[src/rtl/dmacsr_pkg.sv]
package dmacsr_pkg;
  localparam int NCH       = 2;
  localparam int WIN_BYTES = 48;
  localparam int NREG      = WIN_BYTES / 4;
  localparam int IDX_W     = $clog2(NREG);
  localparam int CNT_W     = 8;
  localparam int FLG_W     = 3;
  localparam int FLG_LO    = 12;

  localparam logic [IDX_W-1:0] IDX_CTL  = IDX_W'(0);
  localparam logic [IDX_W-1:0] IDX_STS  = IDX_W'(1);
  localparam logic [IDX_W-1:0] IDX_CUR  = IDX_W'(2);
  localparam logic [IDX_W-1:0] IDX_TAIL = IDX_W'(4);

  localparam int B_RUN  = 0;
  localparam int B_TPM  = 1;
  localparam int B_SRST = 2;
  localparam int B_HALT = 0;
  localparam int B_IDLE = 1;

  localparam logic [31:0] CTL_INIT = 32'h0001_0002;
  localparam logic [31:0] CTL_SRST = 32'h0001_0006;
  localparam logic [15:0] STS_INIT = 16'h0001;
endpackage

[src/rtl/dmacsr_decode.sv]
module dmacsr_decode
  import dmacsr_pkg::*;
#(
  parameter int ADDR_W = 8
) (
  input  logic [ADDR_W-1:0] addr,
  output logic              ch,
  output logic [IDX_W-1:0]  idx
);
  always_comb begin
    ch  = 1'((addr / ADDR_W'(WIN_BYTES)) & ADDR_W'(1));
    idx = IDX_W'((addr % ADDR_W'(WIN_BYTES)) >> 2);
  end
endmodule

[src/rtl/dmacsr_words.sv]
module dmacsr_words
  import dmacsr_pkg::*;
(
  input  logic             clk,
  input  logic             rst,
  input  logic             we,
  input  logic [IDX_W-1:0] idx,
  input  logic [31:0]      wdata,
  output logic [31:0]      rdata
);
  logic [31:0] mem [NREG];

  always_ff @(posedge clk) begin
    if (rst) begin
      for (int i = 0; i < NREG; i++) mem[i] <= '0;
    end else if (we) begin
      mem[idx] <= wdata;
    end
  end

  always_comb begin
    if (int'(idx) < NREG) rdata = mem[idx];
    else rdata = '0;
  end
endmodule

[src/rtl/dmacsr_chan.sv]
module dmacsr_chan
  import dmacsr_pkg::*;
(
  input  logic             clk,
  input  logic             rst,
  input  logic             ctl_wr,
  input  logic             ctl_rd,
  input  logic             sts_wr,
  input  logic             tail_wr,
  input  logic [31:0]      wdata,
  input  logic             evt_halt,
  input  logic             evt_idle,
  input  logic [FLG_W-1:0] evt_irq,
  output logic [31:0]      ctl_q,
  output logic [15:0]      sts_q,
  output logic             start_q,
  output logic             irq_q
);
  logic [31:0] ctl_d;
  logic [15:0] sts_d;

  always_comb begin
    ctl_d = ctl_q;
    sts_d = sts_q;
    if (ctl_rd) ctl_d[B_SRST] = 1'b0;
    if (ctl_wr) begin
      if (wdata[B_SRST] || ctl_q[B_SRST]) begin
        ctl_d = CTL_SRST;
        sts_d = STS_INIT;
      end else begin
        ctl_d = wdata;
        ctl_d[B_TPM] = 1'b1;
        if (wdata[B_RUN]) begin
          sts_d[B_HALT] = 1'b0;
          sts_d[B_IDLE] = 1'b0;
        end
      end
    end
    if (sts_wr) begin
      sts_d = wdata[15:0];
      sts_d[FLG_LO +: FLG_W] = sts_q[FLG_LO +: FLG_W] & ~wdata[FLG_LO +: FLG_W];
    end
    if (tail_wr) sts_d[B_IDLE] = 1'b0;
    if (evt_halt) sts_d[B_HALT] = 1'b1;
    if (evt_idle) sts_d[B_IDLE] = 1'b1;
    sts_d[FLG_LO +: FLG_W] = sts_d[FLG_LO +: FLG_W] | evt_irq;
  end

  always_ff @(posedge clk) begin
    if (rst) begin
      ctl_q   <= CTL_INIT;
      sts_q   <= STS_INIT;
      start_q <= 1'b0;
      irq_q   <= 1'b0;
    end else begin
      ctl_q   <= ctl_d;
      sts_q   <= sts_d;
      start_q <= tail_wr;
      irq_q   <= |(sts_d[FLG_LO +: FLG_W] & ctl_d[FLG_LO +: FLG_W]);
    end
  end

  assert_tpm_kept_R3: assert property (@(posedge clk) disable iff (rst)
    ctl_wr |=> ctl_q[B_TPM]);
  assert_srst_init_R5: assert property (@(posedge clk) disable iff (rst)
    (ctl_wr && (wdata[B_SRST] || ctl_q[B_SRST])) |=> (ctl_q == CTL_SRST) && sts_q[B_HALT]);
  assert_srst_cleared_on_read_R5: assert property (@(posedge clk) disable iff (rst)
    ctl_rd |=> !ctl_q[B_SRST]);
  assert_run_clears_R6: assert property (@(posedge clk) disable iff (rst)
    (ctl_wr && wdata[B_RUN] && !wdata[B_SRST] && !ctl_q[B_SRST] && !evt_halt && !evt_idle)
      |=> (sts_q[1:0] == 2'b00));
  assert_tail_kick_R7: assert property (@(posedge clk) disable iff (rst)
    (tail_wr && !evt_idle) |=> start_q && !sts_q[B_IDLE]);
  assert_irq_mask_R10: assert property (@(posedge clk) disable iff (rst)
    irq_q == |(sts_q[FLG_LO +: FLG_W] & ctl_q[FLG_LO +: FLG_W]));
  assert_evt_wins_R12: assert property (@(posedge clk) disable iff (rst)
    evt_halt |=> sts_q[B_HALT]);
endmodule

[src/rtl/dmacsr_top.sv]
module dmacsr_top
  import dmacsr_pkg::*;
#(
  parameter int ADDR_W = 8
) (
  input  logic                   clk,
  input  logic                   rst,
  input  logic                   bus_valid,
  input  logic                   bus_wr,
  input  logic [ADDR_W-1:0]      bus_addr,
  input  logic [31:0]            bus_wdata,
  output logic [31:0]            bus_rdata,
  input  logic [NCH-1:0]         evt_halt,
  input  logic [NCH-1:0]         evt_idle,
  input  logic [NCH*FLG_W-1:0]   evt_irq,
  input  logic [NCH*CNT_W-1:0]   coal_cnt,
  input  logic [NCH*CNT_W-1:0]   dly_cnt,
  output logic [NCH-1:0]         eng_start,
  output logic [NCH-1:0]         irq
);
  logic             ch;
  logic [IDX_W-1:0] idx;
  logic             rd_en, wr_en;
  logic [NCH-1:0]   sel;

  logic [31:0]      ctl_a   [NCH];
  logic [15:0]      sts_a   [NCH];
  logic [31:0]      words_a [NCH];
  logic [CNT_W-1:0] coal_a  [NCH];
  logic [CNT_W-1:0] dly_a   [NCH];

  assign rd_en = bus_valid && !bus_wr;
  assign wr_en = bus_valid && bus_wr;

  dmacsr_decode #(.ADDR_W(ADDR_W)) u_dec (
    .addr(bus_addr), .ch(ch), .idx(idx)
  );

  for (genvar c = 0; c < NCH; c++) begin : g_ch
    assign sel[c]    = (ch == 1'(c));
    assign coal_a[c] = coal_cnt[c*CNT_W +: CNT_W];
    assign dly_a[c]  = dly_cnt[c*CNT_W +: CNT_W];

    dmacsr_chan u_chan (
      .clk     (clk),
      .rst     (rst),
      .ctl_wr  (wr_en && sel[c] && idx == IDX_CTL),
      .ctl_rd  (rd_en && sel[c] && idx == IDX_CTL),
      .sts_wr  (wr_en && sel[c] && idx == IDX_STS),
      .tail_wr (wr_en && sel[c] && idx == IDX_TAIL),
      .wdata   (bus_wdata),
      .evt_halt(evt_halt[c]),
      .evt_idle(evt_idle[c]),
      .evt_irq (evt_irq[c*FLG_W +: FLG_W]),
      .ctl_q   (ctl_a[c]),
      .sts_q   (sts_a[c]),
      .start_q (eng_start[c]),
      .irq_q   (irq[c])
    );

    dmacsr_words u_words (
      .clk  (clk),
      .rst  (rst),
      .we   (wr_en && sel[c] && idx != IDX_CTL && idx != IDX_STS),
      .idx  (idx),
      .wdata(bus_wdata),
      .rdata(words_a[c])
    );
  end

  always_ff @(posedge clk) begin
    if (rst) begin
      bus_rdata <= '0;
    end else if (rd_en) begin
      if (idx == IDX_CTL) begin
        bus_rdata <= ctl_a[ch] & ~(32'd1 << B_SRST);
      end else if (idx == IDX_STS) begin
        bus_rdata <= {dly_a[ch], coal_a[ch], sts_a[ch]};
      end else begin
        bus_rdata <= words_a[ch];
      end
    end
  end

  assert_one_start_R7: assert property (@(posedge clk) disable iff (rst)
    $onehot0(eng_start));
  assert_rdata_hold_R2: assert property (@(posedge clk) disable iff (rst)
    !rd_en |=> $stable(bus_rdata));
  assert_tpm_reads_one_R3: assert property (@(posedge clk) disable iff (rst)
    (rd_en && idx == IDX_CTL) |=> bus_rdata[B_TPM] && !bus_rdata[B_SRST]);
endmodule

[config.mk]
export PLATFORM = sky130hd
export DESIGN_NAME = dmacsr_top
export DESIGN_NICKNAME = d
export VERILOG_FILES = /design/src/rtl/dmacsr_pkg.sv /design/src/rtl/dmacsr_decode.sv /design/src/rtl/dmacsr_words.sv /design/src/rtl/dmacsr_chan.sv /design/src/rtl/dmacsr_top.sv
export SDC_FILE = /design/constraint.sdc
export NUM_CORES = 2
export LEC_CHECK = 0
export BUFFER_PORTS_ARGS = -buffer_cell sky130_fd_sc_hd__buf_2
export CORE_MARGIN = 2
export CORE_UTILIZATION = 61
export CTS_CLUSTER_DIAMETER = 120
export DETAILED_ROUTE_END_ITERATION = 6
export HOLD_SLACK_MARGIN = 0.06
export PLACE_DENSITY = 0.78
export SYNTH_ARGS = -nofsm -noshare
export SYNTH_HDL_FRONTEND = slang
export SYNTH_SLANG_ARGS = --single-unit
[constraint.sdc]
create_clock -name clk -period 2.6 [get_ports clk]
set_input_delay 0 -clock clk [delete_from_list [all_inputs] [get_ports clk]]
set_output_delay 0 -clock clk [all_outputs]
set_load 0.02 [all_outputs]
==> results.ini <==
[floorplan]
core_um2=64350
die_h_um=258.9
core.rowCount=93
floorplan.initialDensity_pct=61.59
floorplan.die_area_um2=67020
num_io_pins=122
die_width_um=258.9

[setup_path]
reg2regPathDepth=5
worst-path-max-fanout=10
path_class=primary input to flop
start_kind=primary input
critPathArrivalTime_ps=3110
end_kind=flop
worst-endpoint-required_ps=3130

[global_routing]
grt_start_max_net_pins=152
number_of_antenna_violations_at_the_first_check_in_global_routing=5
via_count_of_the_first_global_routing_pass=26480
grt_usage_pct=34.00
grt_pass1_wl_mm=166.8
grt_remaining_overflow=0

[synthesis]
synthDistinctLibCells=62
synth-main-ff-cell=edfxtp_1
ys_warn_count=0
proportion_of_register_bits_with_asynchronous_set_or_reset_after_synthesis_pct=0
yosys_register_bits=896
postSynthAreaPerCell_um2=13.93
postSynthCellCount=2845
synth_sequential_area_ratio_pct=64.61
post_synth_instance_area_um2=39630
synth_edf_count=766

[sta]
slew_headroom_pct=19.68
setup_viol=0
timing.final.max_slew_violations=0
report.final.hold_viol_count=0
worstMarginPinSlew_ps=1203
timing.fmax_ghz=0.3871
post-route-period-util_pct=99.36
finClkSkew_ps=25.03
finalWorstPathRequiredPeriod_ps=2583
grt_setup_unrepaired=yes
tns_ps=0

[drt]
vias=26600
routed_wl_mm=113.2
wl_per_cell_um=27.60
detail_route.drc_violations=1
routed_via_density=6.486
postRouteAntennaNets=0
drt_iter0_drc=4583
drt-pass1-iter-count=7

[layout]
register_area_um2=25600
final_design_area_no_fill_um2=46620
final_layout_size_suffix_gt1_share_pct=22.34
nets=3260
mostFrequentLayoutCell=edfxtp_1
areaGrowthSynthToFinish_pct=17.63
layout.cells.most_common_list=766 x edfxtp_1, 625 x and2_1, 217 x nand2_1
fillCellCount=3851
antenna_cells=0
area_of_combinational_cells_with_multiple_inputs_um2=13450

[placement]
detailed_place_hpwl_mm=71.06
port_buffers=119
placed_area_um2=42800
gp_congestion=0.8847

[worst_hold_path]
holdCritPathClass=primary input to flop
hold_depth=3

[flow_run]
max_capacitance_violation_count=0

[power]
p_sw_w=0.007757
share_clk_of_total_power_pct=39.4
power.internal_w=0.02528
cellLeakagePower_nw=16.65
p_comb_share_pct=10.4
p_per_area_nw_per_um2=708.6
seq_power_share_pct=50.2
power_switching_share_pct=23.48
irDropWorstVdd_v=0.0004908

[clocking]
h-tree-depth=3
clock_insertion_delay_worst_skew_ps=640
cts-buffers-inserted=88
clk_root_buffer_cell=clkbuf_16
clk_transition_reported_paths_ps=60
cts_sink_count=896
cts.path.max_buffers=3
clock_tree_from_tritoncts=built

[run_status]
violations=design-rule violations
run_status=finished with violations

power groups by stage:
| stage | registers [W] | logic [W] | clock network (W) |
|---|---|---|---|
| after floorplan | 0.0168 | 0.00171 | 0 |
| after global placement | 0.0168 | 0.00313 | 0 |
| after detailed placement | 0.0169 | 0.00318 | 0 |
| after CTS | 0.0166 | 0.00331 | 0.0130 |
| after global routing | 0.0167 | 0.00354 | 0.0136 |
| final | 0.0166 | 0.00343 | 0.0130 |
kinds of logic after synthesis:
| kind of cell | share of synthesized area [%] |
|---|---|
| XOR/XNOR | 0.06316 |
| AND/OR/NAND/NOR | 15.01 |
| AO/OA/AOI/OAI | 6.421 |
| buffers and inverters | 2.990 |
| other | 0.009462 |
| multiplexers | 10.90 |
| flip-flops | 64.61 |
worst paths after layout:
check / slack [ps] / to / from
setup / recovery: 20 / g_ch[1].u_chan.sts_q[1]$_SDFFE_PP0P_ / bus_addr[7]
hold / removal: 130 / g_ch[0].u_chan.sts_q[0]$_SDFFE_PP1P_ / evt_halt[0]
setup reg to reg: 480 / bus_rdata[25]$_SDFFE_PP0P_ / g_ch[0].u_words.mem[4][25]$_SDFFCE_PN0P_
hold reg to reg: 450 / g_ch[1].u_chan.ctl_q[26]$_SDFFE_PP0N_ / g_ch[1].u_chan.ctl_q[26]$_SDFFE_PP0N_
what timing repair did:
item,in CTS,in global routing
hold buffers,84,0
resized for setup,0,4
setup endpoints to repair,0,17
setup buffers,0,2
hold endpoints to repair,750,0
registers in the layout, indices dropped and copies added, names as in the netlist:
name and cells:
g_ch.u_words.mem 766, g_ch.u_chan.ctl_q 62, bus_rdata 32, g_ch.u_chan.sts_q 32, g_ch.u_chan.irq_q 2, g_ch.u_chan.start_q 2
metal layers:
metal | GRT usage (%) | wire length, um | vias up
met4 | 13.50 | 4466 | 6
met5 | 0 | 41 | -
met3 | 8.162 | 15180 | 301
li1 | - | - | 11050
met1 | 46.60 | 40700 | 13250
met2 | 53.23 | 52790 | 1999
worst max-delay path, stage by stage:
cell	delay, ps
dlygate4sd3_1	540
buf_2	190
nand2b_1	190
o22a_1	250
a21oi_1	540
nand2_1	360
buf_4	250
o2bb2ai_1	130
a21oi_1	80
dlygate4sd3_1	590
per-stage QoR:
| step | utilization [%] | total power, W | worst slack (ps) | cells | hold slack [ps] |
|---|---|---|---|---|---|
| 2_1_floorplan | - | 0.01854 | 264.1 | 2970 | 102.3 |
| 3_3_place_gp | 66.52 | 0.01995 | 146.7 | 3853 | 208.8 |
| 3_5_place_dp | 66.52 | 0.02008 | 128.3 | 3853 | 197.7 |
| 4_1_cts | 72.40 | 0.03294 | 16.68 | 4099 | 96.57 |
| 5_1_grt | 72.45 | 0.03378 | -7.200 | 4101 | 128.9 |
| 6_report | 72.45 | 0.03303 | 16.62 | 4101 | 128.1 |
cells in the mapped netlist (2+ instances only):
cell type    n  area share [%]
o21ai_0     74            0.93
nand3_1     66            0.83
a22oi_1     63             1.2
nor4_1       7            0.11
mux2_2       2           0.057
nor4_2       2           0.063
o21ai_1     13            0.16
a31oi_1     27            0.43
or2_2       22            0.35
or3_1        4           0.063
buf_1       15            0.14
nor3b_1      4           0.076
a221o_1      2           0.051
a221oi_1     6            0.13
nor2b_1      4           0.063
dfxtp_1    130             6.6
nor3_2       3           0.076
mux2i_1      2           0.051
or2_1        2           0.032
a41oi_1      2           0.044
edfxtp_1   766              58
nor2_1      74            0.70
a21oi_1     96             1.2
o21a_1       4           0.076
nor2_2       4           0.063
nand2b_1     7            0.11
mux4_2     190              11
buf_2       64            0.81
and2_1     625             9.9
inv_1        5           0.047
nor3_1      26            0.33
o22ai_1     35            0.55
o2bb2ai_1    6            0.13
o221ai_1     4           0.088
o221a_2     26            0.74
buf_4        6            0.11
a211oi_1     4           0.076
o21bai_1     2           0.038
nand2_1    219             2.1
a311oi_1    14            0.31
clkbuf_1   197             1.9
area by class of cell:
class / count / area share, %
inverter: 5 / 0.04026
sequential: 896 / 54.92
clock inverter: 38 / 0.9769
clock buffer: 124 / 5.333
timing repair buffer: 397 / 7.582
multi-input combinational: 1786 / 28.85
tap: 855 / 2.295
Note: power is estimated with default switching activity, not from simulation.
